<file path="config.mk">
export PLATFORM = sky130hd
export DESIGN_NAME = biquinary_counter
export DESIGN_NICKNAME = d
export VERILOG_FILES = /design/src/rtl/bq_pkg.sv /design/src/rtl/fall_detect.sv /design/src/rtl/div2_stage.sv /design/src/rtl/div5_stage.sv /design/src/rtl/biquinary_counter.sv
export SDC_FILE = /design/constraint.sdc
export NUM_CORES = 1
export LEC_CHECK = 0
export ABC_AREA = 1
export CORE_AREA = 3 3 40 42
export DETAILED_ROUTE_END_ITERATION = 7
export DIE_AREA = 0 0 43 45
export SKIP_LAST_GASP = 1
export SYNTH_ARGS = -nofsm -noshare
export SYNTH_HDL_FRONTEND = slang
export SYNTH_SLANG_ARGS = --single-unit
</file>
<file path="constraint.sdc">
create_clock -name clk_i -period 2.8 [get_ports clk_i]
set_input_delay 0.7 -clock clk_i [delete_from_list [all_inputs] [get_ports clk_i]]
set_output_delay 0.7 -clock clk_i [all_outputs]
set_load 0.02 [all_outputs]
</file>
<file path="src/rtl/bq_pkg.sv">
package bq_pkg;
  localparam int QUIN_W   = 3;
  localparam int QUIN_MOD = 5;
  localparam int N_TICK   = 2;

  typedef enum logic [1:0] {
    FORCE_NONE = 2'd0,
    FORCE_ZERO = 2'd1,
    FORCE_NINE = 2'd2
  } force_e;
endpackage

</file>
<file path="src/rtl/fall_detect.sv">
module fall_detect #(
  parameter int N = 2
) (
  input  logic         clk_i,
  input  logic         rst_ni,
  input  logic [N-1:0] lvl_i,
  output logic [N-1:0] fall_o
);
  for (genvar g = 0; g < N; g++) begin : g_ch
    logic cur_q, prev_q;
    always_ff @(posedge clk_i or negedge rst_ni) begin
      if (!rst_ni) begin
        cur_q  <= 1'b0;
        prev_q <= 1'b0;
      end else begin
        cur_q  <= lvl_i[g];
        prev_q <= cur_q;
      end
    end
    assign fall_o[g] = prev_q & ~cur_q;

    // two events need a high sample in between
    assert_no_back_to_back_R4: assert property (@(posedge clk_i) disable iff (!rst_ni)
      fall_o[g] |=> !fall_o[g]);
  end
endmodule

</file>
<file path="src/rtl/div2_stage.sv">
module div2_stage
  import bq_pkg::*;
(
  input  logic   clk_i,
  input  logic   rst_ni,
  input  logic   ev_i,
  input  force_e force_i,
  output logic   q_o
);
  logic q_q, q_d;

  always_comb begin
    unique case (force_i)
      FORCE_ZERO: q_d = 1'b0;
      FORCE_NINE: q_d = 1'b1;
      default:    q_d = ev_i ? ~q_q : q_q;
    endcase
  end

  always_ff @(posedge clk_i or negedge rst_ni) begin
    if (!rst_ni) q_q <= 1'b0;
    else         q_q <= q_d;
  end

  assign q_o = q_q;

  assert_toggle_R2: assert property (@(posedge clk_i) disable iff (!rst_ni)
    (ev_i && force_i == FORCE_NONE) |=> (q_o != $past(q_o)));
  assert_hold_R9: assert property (@(posedge clk_i) disable iff (!rst_ni)
    (!ev_i && force_i == FORCE_NONE) |=> $stable(q_o));
endmodule

</file>
<file path="src/rtl/div5_stage.sv">
module div5_stage
  import bq_pkg::*;
#(
  parameter int W   = QUIN_W,
  parameter int MOD = QUIN_MOD
) (
  input  logic         clk_i,
  input  logic         rst_ni,
  input  logic         ev_i,
  input  force_e       force_i,
  output logic [W-1:0] q_o
);
  localparam logic [W-1:0] LAST = W'(MOD - 1);

  logic [W-1:0] q_q, q_d;

  always_comb begin
    unique case (force_i)
      FORCE_ZERO: q_d = '0;
      FORCE_NINE: q_d = LAST;
      default: begin
        if (!ev_i)          q_d = q_q;
        else if (q_q >= LAST) q_d = '0;  // wrap, also escapes unused codes
        else                q_d = q_q + 1'b1;
      end
    endcase
  end

  always_ff @(posedge clk_i or negedge rst_ni) begin
    if (!rst_ni) q_q <= '0;
    else         q_q <= q_d;
  end

  assign q_o = q_q;

  assert_step_R3: assert property (@(posedge clk_i) disable iff (!rst_ni)
    (ev_i && force_i == FORCE_NONE && q_o < LAST) |=> (q_o == $past(q_o) + 1'b1));
  assert_wrap_R3: assert property (@(posedge clk_i) disable iff (!rst_ni)
    (ev_i && force_i == FORCE_NONE && q_o == LAST) |=> (q_o == '0));
  assert_legal_R10: assert property (@(posedge clk_i) disable iff (!rst_ni)
    q_o <= LAST);
endmodule

</file>
<file path="src/rtl/biquinary_counter.sv">
module biquinary_counter
  import bq_pkg::*;
(
  input  logic              clk_i,
  input  logic              rst_ni,
  input  logic              tick2_i,
  input  logic              tick5_i,
  input  logic              clr_a_i,
  input  logic              clr_b_i,
  input  logic              nine_a_i,
  input  logic              nine_b_i,
  output logic              half_o,
  output logic [QUIN_W-1:0] quin_o
);
  force_e            force_mode;
  logic [N_TICK-1:0] fall;

  // nine beats zero
  always_comb begin
    if (nine_a_i && nine_b_i)      force_mode = FORCE_NINE;
    else if (clr_a_i && clr_b_i)   force_mode = FORCE_ZERO;
    else                           force_mode = FORCE_NONE;
  end

  fall_detect #(.N(N_TICK)) u_fall (
    .clk_i  (clk_i),
    .rst_ni (rst_ni),
    .lvl_i  ({tick5_i, tick2_i}),
    .fall_o (fall)
  );

  div2_stage u_div2 (
    .clk_i   (clk_i),
    .rst_ni  (rst_ni),
    .ev_i    (fall[0]),
    .force_i (force_mode),
    .q_o     (half_o)
  );

  div5_stage #(.W(QUIN_W), .MOD(QUIN_MOD)) u_div5 (
    .clk_i   (clk_i),
    .rst_ni  (rst_ni),
    .ev_i    (fall[1]),
    .force_i (force_mode),
    .q_o     (quin_o)
  );

  assert_clear_R7: assert property (@(posedge clk_i) disable iff (!rst_ni)
    (clr_a_i && clr_b_i && !(nine_a_i && nine_b_i)) |=> (!half_o && quin_o == '0));
  assert_nine_R8: assert property (@(posedge clk_i) disable iff (!rst_ni)
    (nine_a_i && nine_b_i) |=> (half_o && quin_o == QUIN_W'(QUIN_MOD - 1)));
endmodule

</file>
==> results of run 1 <==
cell usage after synthesis:
library cell,count,area share [%]
inv_1,7,7.4
nand3_1,4,5.7
a21oi_1,2,2.8
nand2_1,13,14
ha_1,2,7.1
nand2_2,1,1.8
dfrtp_1,8,57
inv_2,1,1.1
nand4_1,1,1.8
nor2_1,2,2.1
kinds of logic after synthesis:
family	count (synthesis)
and+or+nand+nor	21
buffers and inverters	8
DFF	8
AOI/OAI and AO/OA	2
adders and majority gates	2
worst reg2reg max path, stage by stage, from the launching register on:
cell and delay [ps]:
dfrtp_1 400, inv_1 60, ha_1 270, inv_1 30, nor2_1 80, nand2_1 60, a21oi_1 140
through the flow:
stage	area, sq um	hold slack [ps]	total power, uW	util (%)
after floorplan	354	354	156	-
after global placement	483	356	182	37.6
after detailed placement	483	362	183	37.6
after CTS	505	373	267	39.3
after global routing	505	376	278	39.3
final	505	371	260	39.3
power breakdown:
part / switching [uW] / internal (uW) / total (uW)
registers: 6.64 / 124 / 131
clock network: 31.4 / 48.5 / 79.9
logic: 24.1 / 25.1 / 49.2
total: 62.1 / 198 / 260
layer usage:
metal / share of wire, % / vias to the layer above
li1: - / 155
met1: 48 / 122
met2: 42 / 7
met3: 8.3 / 2
met4: 1.6 / 0
met5: 0 / -
flip-flops by register name (all words and copies together), names as in the netlist:
| register | flops |
|---|---|
| u_fall.g_ch.cur_q | 2 |
| u_fall.g_ch.prev_q | 2 |
| u_div2.q_o | 1 |
| u_div5.q_o | 3 |
final cells by class:
class / instances / area, sq um / area share, %
multi-input combinational: 25 / 124 / 24.5
timing repair buffer: 11 / 110 / 21.8
inverter: 8 / 30.0 / 5.94
tap: 15 / 18.8 / 3.71
sequential: 8 / 200 / 39.6
clock buffer: 3 / 22.5 / 4.46
worst paths after layout:
kind	depth (start not counted)	to	from	slack (ps)
max	1	quin_o[2]	u_div5.q_o[2]	830
min	0	u_fall.g_ch[0].prev_q	u_fall.g_ch[0].cur_q	370
max reg2reg	6	u_div5.q_o[1]	u_div5.q_o[0]	1680
min reg2reg	0	u_fall.g_ch[0].prev_q	u_fall.g_ch[0].cur_q	370
max in group asynchronous	1	u_div2.q_o	rst_ni	1820
min in group asynchronous	1	u_div5.q_o[0]	rst_ni	730
==> key figures, run 1 <==
GRT
  – Pin count of the biggest net entering global routing: 9
  – Antenna violations before repair: 0
  – GRT met1 Usage: 9.75%
  – GRT busiest layer: met1
  – Vias in the first global route: 225
  – GR Util All Layers: 7.17%
  – First-pass GRT wire length: 952 microns
  – GRT overflow: 0
  – Met2 GRT Util: 7.78%
  – M3 GR Usage: 3.19%

Logic synthesis
  – Mapped Area: 354 sq um
  – XOR/XNOR Fraction of Synth Area: 0%
  – Post-Synthesis Cells: 41
  – Adder-Cell Fraction of Synth Area: 7.07%
  – Avg Inst Size Synth: 8.64 sq um
  – Synth Net Count: 51
  – Synth Area in Compound Gates: 2.83%
  – Main combinational cell family by area after synthesis: simple AND/OR/NAND/NOR gates
  – Synth warnings: 0
  – Mux contribution to synthesized area: 0%
  – Simple-Gate Fraction of Synth Area: 25.1%
  – Sequential share of the synthesized area: 56.5%
  – Synth Register Bits: 8
  – Number of distinct library cells after synthesis: 10

Placed design
  – Placed Cells: 67
  – Post-DP HPWL: 486 microns
  – PortBufs: 11
  – Setup Slack @ Placement: 1080 ps
  – Routability cong.: 0.646

Hold path
  – Worst Hold Class: reg -> reg

Layout
  – Layout cells sized above 1: 9.09%
  – Most common cell after layout, fill and taps aside: nand2_1
  – Fin nets: 67
  – # fillers: 133
  – Non-filler cells, final: 70
  – Area Growth Syn to Fin: 42.8%
  – Antenna diodes: 0
  – Most frequent cells in the layout: 13 x nand2_1, 11 x clkdlybuf4s50_1, 8 x dfrtp_1, 7 x inv_1, 4 x nand3_1

Die
  – Die Wd: 43 microns
  – Die area: 1940 sq um
  – Starting Density: 27.6%
  – I/O Pins: 12
  – Die height: 45 microns
  – Std cell rows: 13
  – Core Region: 1280 sq um

STA
  – Worst Clk Skew: 1.79 ps
  – Final period utilization: 70.5%
  – RSZ-0062 raised after global routing: false
  – Worst Max-Slew Pin Slew: 340 ps
  – Setup WS post-layout: 826 ps
  – Slew headroom: 77.3%
  – Min Clock Period, post-route: 1970 ps
  – Endpoints failing hold: 0
  – Setup_tns: 0 ps
  – F_max: 507 MHz
  – Max-slew violations: 0
  – Final setup fails: 0

Clock network
  – CTS resizes: 0
  – CTS Hold Buffers Added: 0
  – Depth of the CTS H-tree: 1
  – Clock sinks: 8
  – Clock root cell: clkbuf_4
  – Clock Latency Late Sink: 240 ps
  – Clock-pin slew on the worst setup and hold paths: 50 ps
  – Clock Tree Buf Depth: 2
  – CTS tree: done
  – Cts bufs inserted: 3
  – Post-CTS Setup Repair Bufs: 0

Route
  – Initial DRC Count: 2
  – WL/cell: 8.24 microns
  – DRC Markers: 0
  – Vias/cell: 4.09
  – Total Routed Length: 577 microns
  – DR vias: 286
  – Drt pass-1 iters: 4
  – Post-detailed-route count of antenna-violating nets: 0

Setup path
  – Crit Path Class: reg -> out
  – CP max stage cell: clkdlybuf4s50_1
  – Worst-path cell chain: clkdlybuf4s50_1
  – CP Data Arrival Time: 1270 ps
  – CP required: 2100 ps
  – Crit. End Element: output port
  – Critical Path Start Type: flop
  – CP delay by family, top: buffers and inverters
  – WP buf/inv: 1
  – Critical path's largest stage delay: 640 ps
  – CP Max Fanout: 5

Run status
  – Outcome: completed

Power and ir drop
  – Leakage: 0.000253 uW
  – Power density over the cells: 514 nW/um^2
  – Peak VDD IR: 0.225 mV

Flow run
  – Number of max-cap violations: 0
Power figures use the tool's default switching activity.
==> run 2, diff against run 1 <==
Clock period 2.8 ns to 1.7 ns, I/O delays scaled along.
==> run 2 against run 1 <==
Sequential power increased by 64%. Sequential share of layout area unchanged. Die area unchanged. Design area unchanged. Register-to-register slack got worse by 1100 ps. Global-route usage decreased by 0.084 points. Routed wire length decreased by 0.17%. Non-clock buffer count unchanged. Critical path depth unchanged. First-iteration DRC count decreased by 50%.
==> key figures, run 2 (synthesis gave the netlist of run 1 again) <==
Run status
  – Outcome: completed

Route
  – DR vias: 282 (-1.4%)
  – Initial DRC Count: 1 (-1)
  – WL/cell: 8.23 microns (-0.17%)
  – Vias/cell: 4.03 (-1.4%)
  – Drt pass-1 iters: 4 (unchanged)
  – DRC Markers: 0 (unchanged)
  – Total Routed Length: 576 microns (-0.17%)
  – Post-detailed-route count of antenna-violating nets: 0 (unchanged)

Layout
  – Register area: 200 sq um (unchanged)
  – Max reg flops: 3 (unchanged)
  – Area of the multi-input gates: 124 sq um (unchanged)
  – Most common cell after layout, fill and taps aside: nand2_1
  – Fin nets: 67 (unchanged)
  – Largest regs: u_div5.q_o x3, u_fall.g_ch.cur_q x2, u_fall.g_ch.prev_q x2
  – Most frequent cells in the layout: 13 x nand2_1, 8 x clkdlybuf4s50_1, 8 x dfrtp_1, 7 x inv_1, 4 x nand3_1
  – Area Growth Syn to Fin: 42.8% (unchanged)
  – # fillers: 140 (+5.3%)
  – Antenna diodes: 0 (unchanged)
  – Layout cells sized above 1: 9.09% (unchanged)
  – Most flops, register: u_div5.q_o

Placed design
  – PortBufs: 11 (unchanged)
  – Routability cong.: 0.648 (+0.28%)
  – Setup Slack @ Placement: 253 ps (-823 ps)
  – Post-DP HPWL: 468 microns (-3.7%)

GRT
  – First-pass GRT wire length: 924 microns (-2.9%)
  – GR Util All Layers: 7.08% (-0.084 points)
  – Vias in the first global route: 224 (-0.44%)
  – Antenna violations before repair: 0 (unchanged)
  – Pin count of the biggest net entering global routing: 9 (unchanged)
  – GRT overflow: 0 (unchanged)

Setup path
  – R2R depth: 6 (unchanged)
  – Crit Path Class: reg -> out
  – CP delay by family, top: buffers and inverters
  – Worst R2R Setup Slack: 590 ps (-1090 ps)
  – CP Max Fanout: 3 (-2)
  – Crit. End Element: output port
  – R2r endpoint: u_div5.q_o[1]
  – CP required: 1270 ps (-830 ps)
  – WP buf/inv: 1 (unchanged)
  – Critical path's largest stage delay: 610 ps (-30 ps)
  – CP Data Arrival Time: 1210 ps (-60 ps)
  – CP max stage cell: clkdlybuf4s50_1
  – Worst-path cell chain: clkdlybuf4s50_1
  – Critical Path Start Type: flop
  – Critical Path Start: u_div2.q_o
  – Worst R2R Start: u_div5.q_o[0]

Power and ir drop
  – Seq pwr share: 50.7% (+0.4 points)
  – Switching power share of the total: 24.1% (+0.24 points)
  – NetSw: 103 uW (+65%)
  – Total power: 425 uW (+63%)
  – Int Power: 322 uW (+63%)
  – Peak VDD IR: 0.348 mV (+55%)
  – Clock network power share: 31.1% (+0.4 points)
  – Logic pwr share: 18.2% (-0.7 points)
  – Power density over the cells: 841 nW/um^2 (+63%)
  – Leakage: 0.000278 uW (+10%)

STA
  – Min Clock Period, post-route: 1630 ps
  – Worst Clk Skew: 0.749 ps (-1.04 ps)
  – Endpoints failing hold: 0 (unchanged)
  – Setup WS post-layout: 69.5 ps (-757 ps)
  – RSZ-0062 raised after global routing: false
  – Worst Max-Slew Pin Slew: 337 ps (-2.56 ps)
  – WHS: 373 ps (+2.31 ps)
  – F_max: 613 MHz
  – Setup_tns: 0 ps (unchanged)
  – Final period utilization: 95.9%
  – Final setup fails: 0 (unchanged)
  – Slew headroom: 77.5% (+0.17 points)
  – Max-slew violations: 0 (unchanged)

Die
  – I/O Pins: 12 (unchanged)
  – Core Region: 1280 sq um (unchanged)
  – Die height: 45 microns (unchanged)
  – Starting Density: 27.6% (unchanged)
  – Std cell rows: 13 (unchanged)
  – Die Wd: 43 microns (unchanged)
  – Die area: 1940 sq um (unchanged)

Clock network
  – Clock Tree Buf Depth: 2 (unchanged)
  – Clock sinks: 8 (unchanged)
  – CTS tree: done
  – Clock Latency Late Sink: 240 ps (about the same)
  – Depth of the CTS H-tree: 1 (unchanged)
  – Clock-pin slew on the worst setup and hold paths: 50 ps (about the same)
  – Clock root cell: clkbuf_4
  – Post-CTS Setup Repair Bufs: 0 (unchanged)
  – Cts bufs inserted: 3 (unchanged)
  – CTS resizes: 2 (+2)
  – CTS Hold Buffers Added: 0 (unchanged)

Hold path
  – Worst Hold Launch: u_fall.g_ch[1].cur_q
  – Hold Path Cell Cnt: 0 (unchanged)
  – Hold Crit Endpoint: u_fall.g_ch[1].prev_q
  – Worst Hold Class: reg -> reg

Flow run
  – Number of max-cap violations: 0 (unchanged)
run 2: cell count changes in the layout (fill, tap and decap cells not counted), sizes merged:
cell	before	now
clkdlybuf4s50	11	8
dlymetal6s2s	0	1
dlygate4sd2	0	2
run 2: through the flow:
stage          instances  area (sq um)  util [%]
2_1_floorplan         41           354         -
3_3_place_gp          67           483      37.6
3_5_place_dp          67           483      37.6
4_1_cts               70           503      39.1
5_1_grt               70           505      39.3
6_report              70           505      39.3
run 2: how the worst max path moves through the flow:
stage	to	slack (ps)	cells past startpoint
2_1_floorplan	u_div5.q_o[1]	560	6
3_3_place_gp	quin_o[2]	270	1
3_5_place_dp	quin_o[0]	250	1
4_1_cts	quin_o[1]	20	1
5_1_grt	half_o	40	1
6_report	half_o	70	1
run 2: power groups by stage:
stage               combinational, uW  sequential (uW)  clock [uW]
floorplan                        28.2              229           0
global placement                 82.2              218           0
detailed placement               82.1              219           0
CTS                              79.2              216         140
global route                     88.2              217         149
finish                           77.3              215         132
run 2: final cells by class:
class / instances / area share, %
well taps: 15 / 3.71
inverters: 8 / 5.94
clock buffers: 3 / 4.46
flip-flops and latches: 8 / 39.6
multi-input cells: 25 / 24.5
repair buffers: 11 / 21.8
run 2: routing by layer:
layer	track usage, %	vias up	wire length (microns)
li1	-	154	-
met1	9.50	119	276
met4	7.23	0	9
met5	0	-	0
met3	2.79	2	39
met2	8.08	7	251
